[src/rtl/win_wdog_pkg.sv]
package win_wdog_pkg;

  typedef logic [1:0] wd_sel_t;

  typedef struct packed {
    logic    en;
    wd_sel_t sel;
  } wd_cfg_t;

  localparam int EN_BIT   = 7;
  localparam int SEL_HI   = 6;
  localparam int SEL_LO   = 5;
  localparam int KICK_BIT = 0;
  localparam int SEL_NUM  = 4;

  // Period in ticks: select 00 gives the longest, each step halves it.
  function automatic int unsigned sel_period(input int unsigned sel, input int unsigned base);
    return base << (SEL_NUM - 1 - sel);
  endfunction

endpackage

[src/rtl/wd_cfg_reg.sv]
module wd_cfg_reg
  import win_wdog_pkg::*;
(
  input  logic       clk,
  input  logic       rst,
  input  logic       wr_en_i,
  input  logic [7:0] wr_data_i,
  input  logic       sleep_i,
  output wd_cfg_t    cfg_o,
  output logic       kick_o,
  output logic [7:0] rd_data_o
);

  wd_cfg_t cfg_q;
  logic    unused_rsvd;

  always_ff @(posedge clk) begin
    if (rst) begin
      cfg_q <= '0;
    end else begin
      if (wr_en_i) begin
        cfg_q.sel <= wr_data_i[SEL_HI:SEL_LO];
      end
      if (sleep_i) begin
        cfg_q.en <= 1'b0;
      end else if (wr_en_i && wr_data_i[EN_BIT]) begin
        cfg_q.en <= 1'b1;
      end
    end
  end

  assign kick_o      = wr_en_i & wr_data_i[KICK_BIT];
  assign unused_rsvd = ^wr_data_i[4:1];
  assign cfg_o       = cfg_q;
  assign rd_data_o   = {cfg_q.en, cfg_q.sel, 5'b00000};

endmodule

[src/rtl/wd_period_sel.sv]
module wd_period_sel
  import win_wdog_pkg::*;
#(
  parameter int unsigned BASE_TICKS = 10,
  parameter int unsigned CW         = 7
) (
  input  logic          clk,
  input  logic          rst,
  input  wd_sel_t       sel_i,
  input  logic          at_zero_i,
  output logic [CW-1:0] end_cnt_o,
  output logic [CW-1:0] open_cnt_o
);

  logic [CW-1:0] end_tab  [SEL_NUM];
  logic [CW-1:0] open_tab [SEL_NUM];
  wd_sel_t       cur_sel_q;
  wd_sel_t       eff_sel;

  for (genvar g = 0; g < SEL_NUM; g++) begin : g_tab
    localparam int unsigned PT = sel_period(g, BASE_TICKS);
    assign end_tab[g]  = CW'(PT - 1);
    assign open_tab[g] = CW'(PT / 2);
  end

  // A period takes the select that is current while its count sits at zero.
  assign eff_sel = at_zero_i ? sel_i : cur_sel_q;

  always_ff @(posedge clk) begin
    if (rst) begin
      cur_sel_q <= '0;
    end else begin
      cur_sel_q <= eff_sel;
    end
  end

  assign end_cnt_o  = end_tab[eff_sel];
  assign open_cnt_o = open_tab[eff_sel];

endmodule

[src/rtl/wd_window_ctr.sv]
module wd_window_ctr #(
  parameter int unsigned CW = 7
) (
  input  logic          clk,
  input  logic          rst,
  input  logic          en_i,
  input  logic          stop_i,
  input  logic          sleep_i,
  input  logic          kick_i,
  input  logic          tick_i,
  input  logic [CW-1:0] end_cnt_i,
  input  logic [CW-1:0] open_cnt_i,
  output logic          at_zero_o,
  output logic          fire_o
);

  logic [CW-1:0] cnt_q, cnt_d;
  logic          stop_q;
  logic          fire;

  always_comb begin
    cnt_d = cnt_q;
    fire  = 1'b0;
    if (!en_i || sleep_i) begin
      cnt_d = '0;
    end else if (stop_i) begin
      cnt_d = cnt_q;
    end else if (stop_q) begin
      cnt_d = '0;
    end else if (kick_i) begin
      cnt_d = '0;
      fire  = (cnt_q < open_cnt_i);
    end else if (tick_i) begin
      if (cnt_q >= end_cnt_i) begin
        cnt_d = '0;
        fire  = 1'b1;
      end else begin
        cnt_d = CW'(cnt_q + 1'b1);
      end
    end
  end

  always_ff @(posedge clk) begin
    if (rst) begin
      cnt_q  <= '0;
      stop_q <= 1'b0;
    end else begin
      cnt_q  <= cnt_d;
      stop_q <= stop_i;
    end
  end

  assign at_zero_o = (cnt_q == '0);
  assign fire_o    = fire;

endmodule

[src/rtl/win_wdog.sv]
module win_wdog
  import win_wdog_pkg::*;
#(
  parameter int unsigned BASE_TICKS = 10
) (
  input  logic       clk,
  input  logic       rst,
  input  logic       tick_i,
  input  logic       wr_en_i,
  input  logic [7:0] wr_data_i,
  output logic [7:0] rd_data_o,
  input  logic       stop_i,
  input  logic       sleep_i,
  output logic       wd_rst_o
);

  localparam int unsigned MAX_PERIOD = sel_period(0, BASE_TICKS);
  localparam int unsigned CW         = $clog2(MAX_PERIOD + 1);

  wd_cfg_t       cfg;
  logic          kick;
  logic          at_zero;
  logic          fire;
  logic [CW-1:0] end_cnt;
  logic [CW-1:0] open_cnt;
  logic          pulse_q;

  wd_cfg_reg u_cfg (
    .clk       (clk),
    .rst       (rst),
    .wr_en_i   (wr_en_i),
    .wr_data_i (wr_data_i),
    .sleep_i   (sleep_i),
    .cfg_o     (cfg),
    .kick_o    (kick),
    .rd_data_o (rd_data_o)
  );

  wd_period_sel #(.BASE_TICKS(BASE_TICKS), .CW(CW)) u_per (
    .clk        (clk),
    .rst        (rst),
    .sel_i      (cfg.sel),
    .at_zero_i  (at_zero),
    .end_cnt_o  (end_cnt),
    .open_cnt_o (open_cnt)
  );

  wd_window_ctr #(.CW(CW)) u_ctr (
    .clk        (clk),
    .rst        (rst),
    .en_i       (cfg.en),
    .stop_i     (stop_i),
    .sleep_i    (sleep_i),
    .kick_i     (kick),
    .tick_i     (tick_i),
    .end_cnt_i  (end_cnt),
    .open_cnt_i (open_cnt),
    .at_zero_o  (at_zero),
    .fire_o     (fire)
  );

  always_ff @(posedge clk) begin
    if (rst) begin
      pulse_q <= 1'b0;
    end else begin
      pulse_q <= fire;
    end
  end

  assign wd_rst_o = pulse_q;

endmodule

[config.mk]
export PLATFORM = sky130hd
export DESIGN_NAME = win_wdog
export DESIGN_NICKNAME = d
export VERILOG_FILES = /design/src/rtl/win_wdog_pkg.sv /design/src/rtl/wd_cfg_reg.sv /design/src/rtl/wd_period_sel.sv /design/src/rtl/wd_window_ctr.sv /design/src/rtl/win_wdog.sv
export SDC_FILE = /design/constraint.sdc
export NUM_CORES = 1
export LEC_CHECK = 0
export BUFFER_PORTS_ARGS = -buffer_cell sky130_fd_sc_hd__buf_2
export CAP_MARGIN = 40
export CORE_MARGIN = 4
export CORE_UTILIZATION = 30
export CTS_CLUSTER_SIZE = 16
export DETAILED_ROUTE_END_ITERATION = 7
export GPL_ROUTABILITY_DRIVEN = 0
export PLACE_DENSITY_LB_ADDON = 0.05
export SYNTH_ARGS = -nofsm -noshare
export SYNTH_HDL_FRONTEND = slang
export SYNTH_SLANG_ARGS = --single-unit
[constraint.sdc]
create_clock -name clk -period 5.7 [get_ports clk]
set_input_delay 0.57 -clock clk [delete_from_list [all_inputs] [get_ports clk]]
set_output_delay 0.57 -clock clk [all_outputs]
set_load 0.01 [all_outputs]
Word level (Yosys, flattened, before mapping)
Cells that the tools add are included.
{ "word_totals": {"ff_bits": 14, "input_bits": 14, "out_inout_bits": 9, "wordCells": 36} }
{ "classes": {"add_sub_neg": 1, "magnitude_cmp": 3, "mux": 14, "bitwise_logic": 3, "reduce_logical": 9} }
{ "ops": {"columns": ["operator", "count"], "rows": [
  ["$mux 7", 8],
  ["$bmux 7 s2", 2],
  ["$add 7x1->7 const B", 1],
  ["$ge 7x7->1", 1],
  ["$logic_not 7->1", 1],
  ["$lt 7x7->1", 1],
  ["$reduce_or 2->1", 2],
  ["$reduce_or 4->1", 1],
  ["$ge 3x3->1 const B", 1],
  ["$mux 1", 3],
  ["$not 2->3", 1],
  ["$reduce_bool 3->1", 1],
  ["$mux 2", 1],
  ["$reduce_and 2->1", 1],
  ["$and 1x1->1", 1],
  ["$logic_and 1x1->1", 1],
  ["$logic_not 1->1", 1],
  ["$logic_or 1x1->1", 1],
  ["$not 1->1", 1]
]} }

Depth between registers and ports, before layout
{ "depth": {"depth_word": 11, "depth_mapped": 13, "ltp_nobuf": 13} }

Cells and area by module
From an unflattened synthesis, not the netlist that was laid out.
{ "hier_totals": {"hier_cells": 147, "hier_area_um2": 1236.2} }
{ "modules_own_cells": {"columns": ["module", "n_inst", "cells_each", "area_each_um2", "seq_area_each_um2"], "rows": [
  ["wd_window_ctr", 1, 100, 803.3, 160.2],
  ["wd_period_sel", 1, 26, 230.2, 40.0],
  ["wd_cfg_reg", 1, 19, 168.9, 60.1],
  ["win_wdog", 1, 2, 33.8, 20.0]
]} }

Least setup slack after synthesis
Ideal clock, no wire load.
{ "synth_timing": {"path_kind": "register to register", "from": "register u_ctr.cnt_q[0]", "to": "register u_ctr.cnt_q[4]", "setup_ns": 0.059, "t_arrival_ns": 2.595, "slack_ns": 3.046, "stages_incl_launch_ff": 13, "synth_period_minus_slack_ns": 2.654, "cell_sequence": "dfxtp_1 inv_1 ha_1 nand3b_1 mux2i_1 inv_1 ha_1 ha_1 nand4_1 a21oi_1 or2_4 o31ai_1 a22o_1"} }
{ "synth_between": {"elab_chain_len": 11, "elab_cells_between_ends": 12} }
{ "synth_lines": {"columns": ["item", "line", "text"], "rows": [
  ["start, declared", "wd_window_ctr.sv:17", "logic [CW-1:0] cnt_q, cnt_d;"],
  ["start signal, assigned", "wd_window_ctr.sv:48", "cnt_q <= cnt_d;"],
  ["$logic_not 7->1", "wd_window_ctr.sv:53", "assign at_zero_o = (cnt_q == '0);"],
  ["$mux 2", "wd_period_sel.sv:27", "assign eff_sel = at_zero_i ? sel_i : cur_sel_q;"],
  ["$not 2->3 (implied by the code)", "wd_period_sel.sv:37", "assign end_cnt_o = end_tab[eff_sel];"],
  ["$bmux 7 s2", "wd_period_sel.sv:37", null],
  ["$mux 7 (implied by the code) (2 in a row)", "wd_period_sel.sv:37", null],
  ["$ge 7x7->1", "wd_window_ctr.sv:34", "if (cnt_q >= end_cnt_i) begin"],
  ["$mux 7 (*)", "wd_window_ctr.sv:34", null],
  ["$mux 7 (*)", "wd_window_ctr.sv:33", "end else if (tick_i) begin"],
  ["$mux 7 (*)", "wd_window_ctr.sv:30", "end else if (kick_i) begin"],
  ["$mux 7 (*)", "wd_window_ctr.sv:28", "end else if (stop_q) begin"]
]} }
Every way passes the cells marked *; elsewhere a longest branch is shown, timed or not. The select of a mux whose other input is x is not followed.
A chain may end at the register's enable or synchronous reset.

Worst setup path after layout
{ "layout_timing": {"from": "register u_ctr.cnt_q[0]", "to": "register u_ctr.cnt_q[2]"} }
Same word-level chain as after synthesis.

==> impl_metrics.env <==
export IMPL_drc_errors=0
export IMPL_power_leakage_nw=0.539
export IMPL_grt_max_degree=9
export IMPL_r2r_end="u_ctr.cnt_q[2]"
export IMPL_drt_iter0_drc=39
export IMPL_holdWs_ns=0.458
export IMPL_die_y_um=66.8
export IMPL_htreeDepth=1
export IMPL_cts_tree="done"
export IMPL_worst_clock_skew_ns=0.000822
export IMPL_synth_mux_area_share_pct=3.86
export IMPL_core_mm2=0.00334
export IMPL_ys_ff_latch=14
export IMPL_antenna_found_initial=0
export IMPL_crit_type="register to register"
export IMPL_setup_viol=0
export IMPL_clockBufferDepth=2
export IMPL_cp_data_required_time_ns=5.92
export IMPL_dp_cells=172
export IMPL_reg2reg_from="u_ctr.cnt_q[0]"
export IMPL_grt_ovfl_total=0
export IMPL_dr_pass1_iters=4
export IMPL_synth_top_family_by_area="adder cells"
export IMPL_viasPerCell=4.78
export IMPL_cp_start_kind="register"
export IMPL_syn2layout_area_growth_pct=11.9
export IMPL_instances_no_fill=176
export IMPL_clk_pin_slew_ns=0.09
export IMPL_fmax_mhz=327
export IMPL_vias=841
export IMPL_internal_power_uw=149
export IMPL_synth_warnings=0
export IMPL_synth_seq_area_share_pct=27.0
export IMPL_vdd_drop_max_uv=52.9
export IMPL_netlist_area_mm2=0.00104
export IMPL_synth_simple_gate_area_share_pct=21.2
export IMPL_reg2regPathDepth=12
export IMPL_clock_sinks=14
export IMPL_critPathCaptureType="register"
export IMPL_worstPathArrival_ns=3.29
export IMPL_die_w_um=66.8
export IMPL_hold_path_end="u_cfg.cfg_o[2]"
export IMPL_synth_xor_area_share_pct=0
export IMPL_avgRoutedWirePerCell_um=12.6
export IMPL_switching_share_pct=25.5
export IMPL_startpoint="u_ctr.cnt_q[0]"
export IMPL_power_uw=201
export IMPL_r2r_setup_slack_ns=2.64
export IMPL_ant_nets=0
export IMPL_drive_gt1_share_pct=18.5
export IMPL_min_from="sleep_i"
export IMPL_hold_depth=2
export IMPL_rows=21
export IMPL_rsz0062_at_grt="no"
export IMPL_status="finished clean"
export IMPL_pwr_share_seq_pct=50.4
export IMPL_cp_max_fo=6
export IMPL_nFillCells=381
export IMPL_cts_inserted_buffers=3
export IMPL_track_usage_pct=10.5
export IMPL_powerDensity_mw_per_mm2=173
export IMPL_yosys_area_share_adder_pct=21.7
export IMPL_start_util_pct=31.1
export IMPL_cts_resized=0
export IMPL_dieArea_mm2=0.00447
export IMPL_drt_wl_total_um=2220
export IMPL_grt_first_pass_wirelength_um=3610
export IMPL_dp_hpwl_um=1800
export IMPL_synth_distinct_cells=36
export IMPL_setup_tns_ns=0
export IMPL_p_clk_share_pct=36.1
export IMPL_fin_crit_sh_pct=53.7
export IMPL_cts_setup_buffers=0
export IMPL_drv_slew=0
export IMPL_root_buffer="clkbuf_4"
export IMPL_antenna_cells=0
export IMPL_pin_count=23
export IMPL_synth_compound_area_share_pct=18.6
export IMPL_grt_pass1_vias=796
export IMPL_hold_viol=0
export IMPL_portBuffers=13
export IMPL_nNetsFinal=163
export IMPL_power_switching_uw=51.2
export IMPL_hp_class="input pin to register"
export IMPL_synthCells=116
export IMPL_fin_crit_ns=3.06
export IMPL_maxCapViolCount=0
export IMPL_synth_avg_cell_area_um2=8.95
export IMPL_clkLatencyLatePin_ns=0.27
export IMPL_cts_hold_buf=0
export IMPL_p_comb_share_pct=13.5
[through the flow]
step / util, % / setup slack (ns) / instance area (um^2)
after floorplan: - / 3.05 / 1050
after global placement: 33.7 / 2.60 / 1130
after detailed placement: 33.7 / 2.62 / 1130
after CTS: 34.8 / 2.57 / 1160
after global routing: 34.8 / 2.35 / 1160
final: 34.8 / 2.64 / 1160
[flip-flops by register name (all words and copies together), names as in the netlist]
name and flops:
wd_rst_o 1, u_per.cur_sel_q 2, u_cfg.cfg_o 3, u_ctr.cnt_q 7, u_ctr.stop_q 1
[synthesized netlist by cell type]
cell type   n  area share, %
a211o_1     1           0.84
a21boi_1    1           0.72
a21o_1      1           0.72
a21oi_1     8            3.9
a21oi_2     1           0.84
a22o_1      4            3.4
a32oi_1     1           0.84
and2_1      2            1.2
and3_1      2            1.2
buf_2       1           0.48
buf_4       6            4.3
conb_1      1           0.36
dfxtp_1    14             27
ha_1       18             22
inv_1       7            2.5
mux2i_1     4            3.9
nand2_1     4            1.4
nand2_2     2            1.2
nand2b_1    1           0.60
nand3_1     5            2.4
nand3b_1    1           0.72
nand4_1     2            1.2
nor2_1     10            3.6
nor2b_1     4            2.4
nor3_1      2           0.96
nor3_4      1            1.6
nor3b_2     1            1.2
nor4_1      1           0.60
o2111ai_1   1           0.84
o211ai_1    1           0.72
o21ai_0     1           0.48
o21ai_1     1           0.48
o21bai_4    1            1.8
o31ai_1     3            2.2
o32ai_1     1           0.84
or2_4       1           0.84
[cells in the final DEF, fill, tap and decap left out, drive strengths merged, types with 4 or more instances in the layout]
master  Yosys  routed
nand2       6       6
nor2       10      10
conb        1       5
ha         18      18
nor2b       4       4
dfxtp      14      14
a21oi       9       9
a22o        4       4
buf         7      13
clkbuf      0       4
nand3       5       5
mux2i       4       4
inv         7       7
[worst max path at each step]
stage	end	slack (ns)
finish	u_ctr.cnt_q[2]	2.64
global route	u_ctr.cnt_q[5]	2.35
CTS	u_ctr.cnt_q[5]	2.57
detailed placement	u_ctr.cnt_q[3]	2.62
global placement	u_ctr.cnt_q[2]	2.60
floorplan	u_ctr.cnt_q[4]	3.05
[worst max-delay path, stage by stage (launching register included)]
cell	delay, ns
dfxtp_1	0.47
inv_1	0.10
ha_1	0.20
nand3b_1	0.14
mux2i_1	0.44
inv_1	0.18
ha_1	0.34
ha_1	0.27
nand4_1	0.09
a21oi_1	0.06
or2_4	0.29
nor3_4	0.26
a22o_1	0.17
[area by class of cell]
| cell class | instances | area, um^2 | share of cell area (%) |
|---|---|---|---|
| timing repair buffer | 13 | 65.1 | 5.60 |
| sequential | 14 | 280 | 24.1 |
| clock buffer | 4 | 36.3 | 3.12 |
| tap | 46 | 57.6 | 4.95 |
| inverter | 7 | 26.3 | 2.26 |
| multi-input combinational | 92 | 697 | 60.0 |
[power groups by stage]
| stage | logic, mW | registers (mW) | clock network (mW) |
|---|---|---|---|
| after floorplan | 0.0207 | 0.104 | 0 |
| after global placement | 0.0269 | 0.103 | 0 |
| after detailed placement | 0.0274 | 0.103 | 0 |
| after CTS | 0.0276 | 0.101 | 0.0760 |
| after global routing | 0.0310 | 0.101 | 0.0788 |
| final | 0.0271 | 0.101 | 0.0725 |
[metal layers]
| layer | wire (um) | part of all wire, % | track usage, % |
|---|---|---|---|
| met2 | 1050 | 47 | 17.6 |
| met3 | 67 | 3.0 | 1.85 |
| met5 | 0 | 0 | 0 |
| met4 | 25 | 1.1 | 3.81 |
| met1 | 1080 | 49 | 13.4 |
[cells by family (layout without fill, tap and decap cells)]
group | after synthesis | count (layout)
other cells | 1 | 5
simple gates | 39 | 39
buf+inv | 14 | 24
mux | 4 | 4
fa+ha+maj | 18 | 18
compound gates | 26 | 26
flops | 14 | 14
Power figures use the tool's default switching activity.
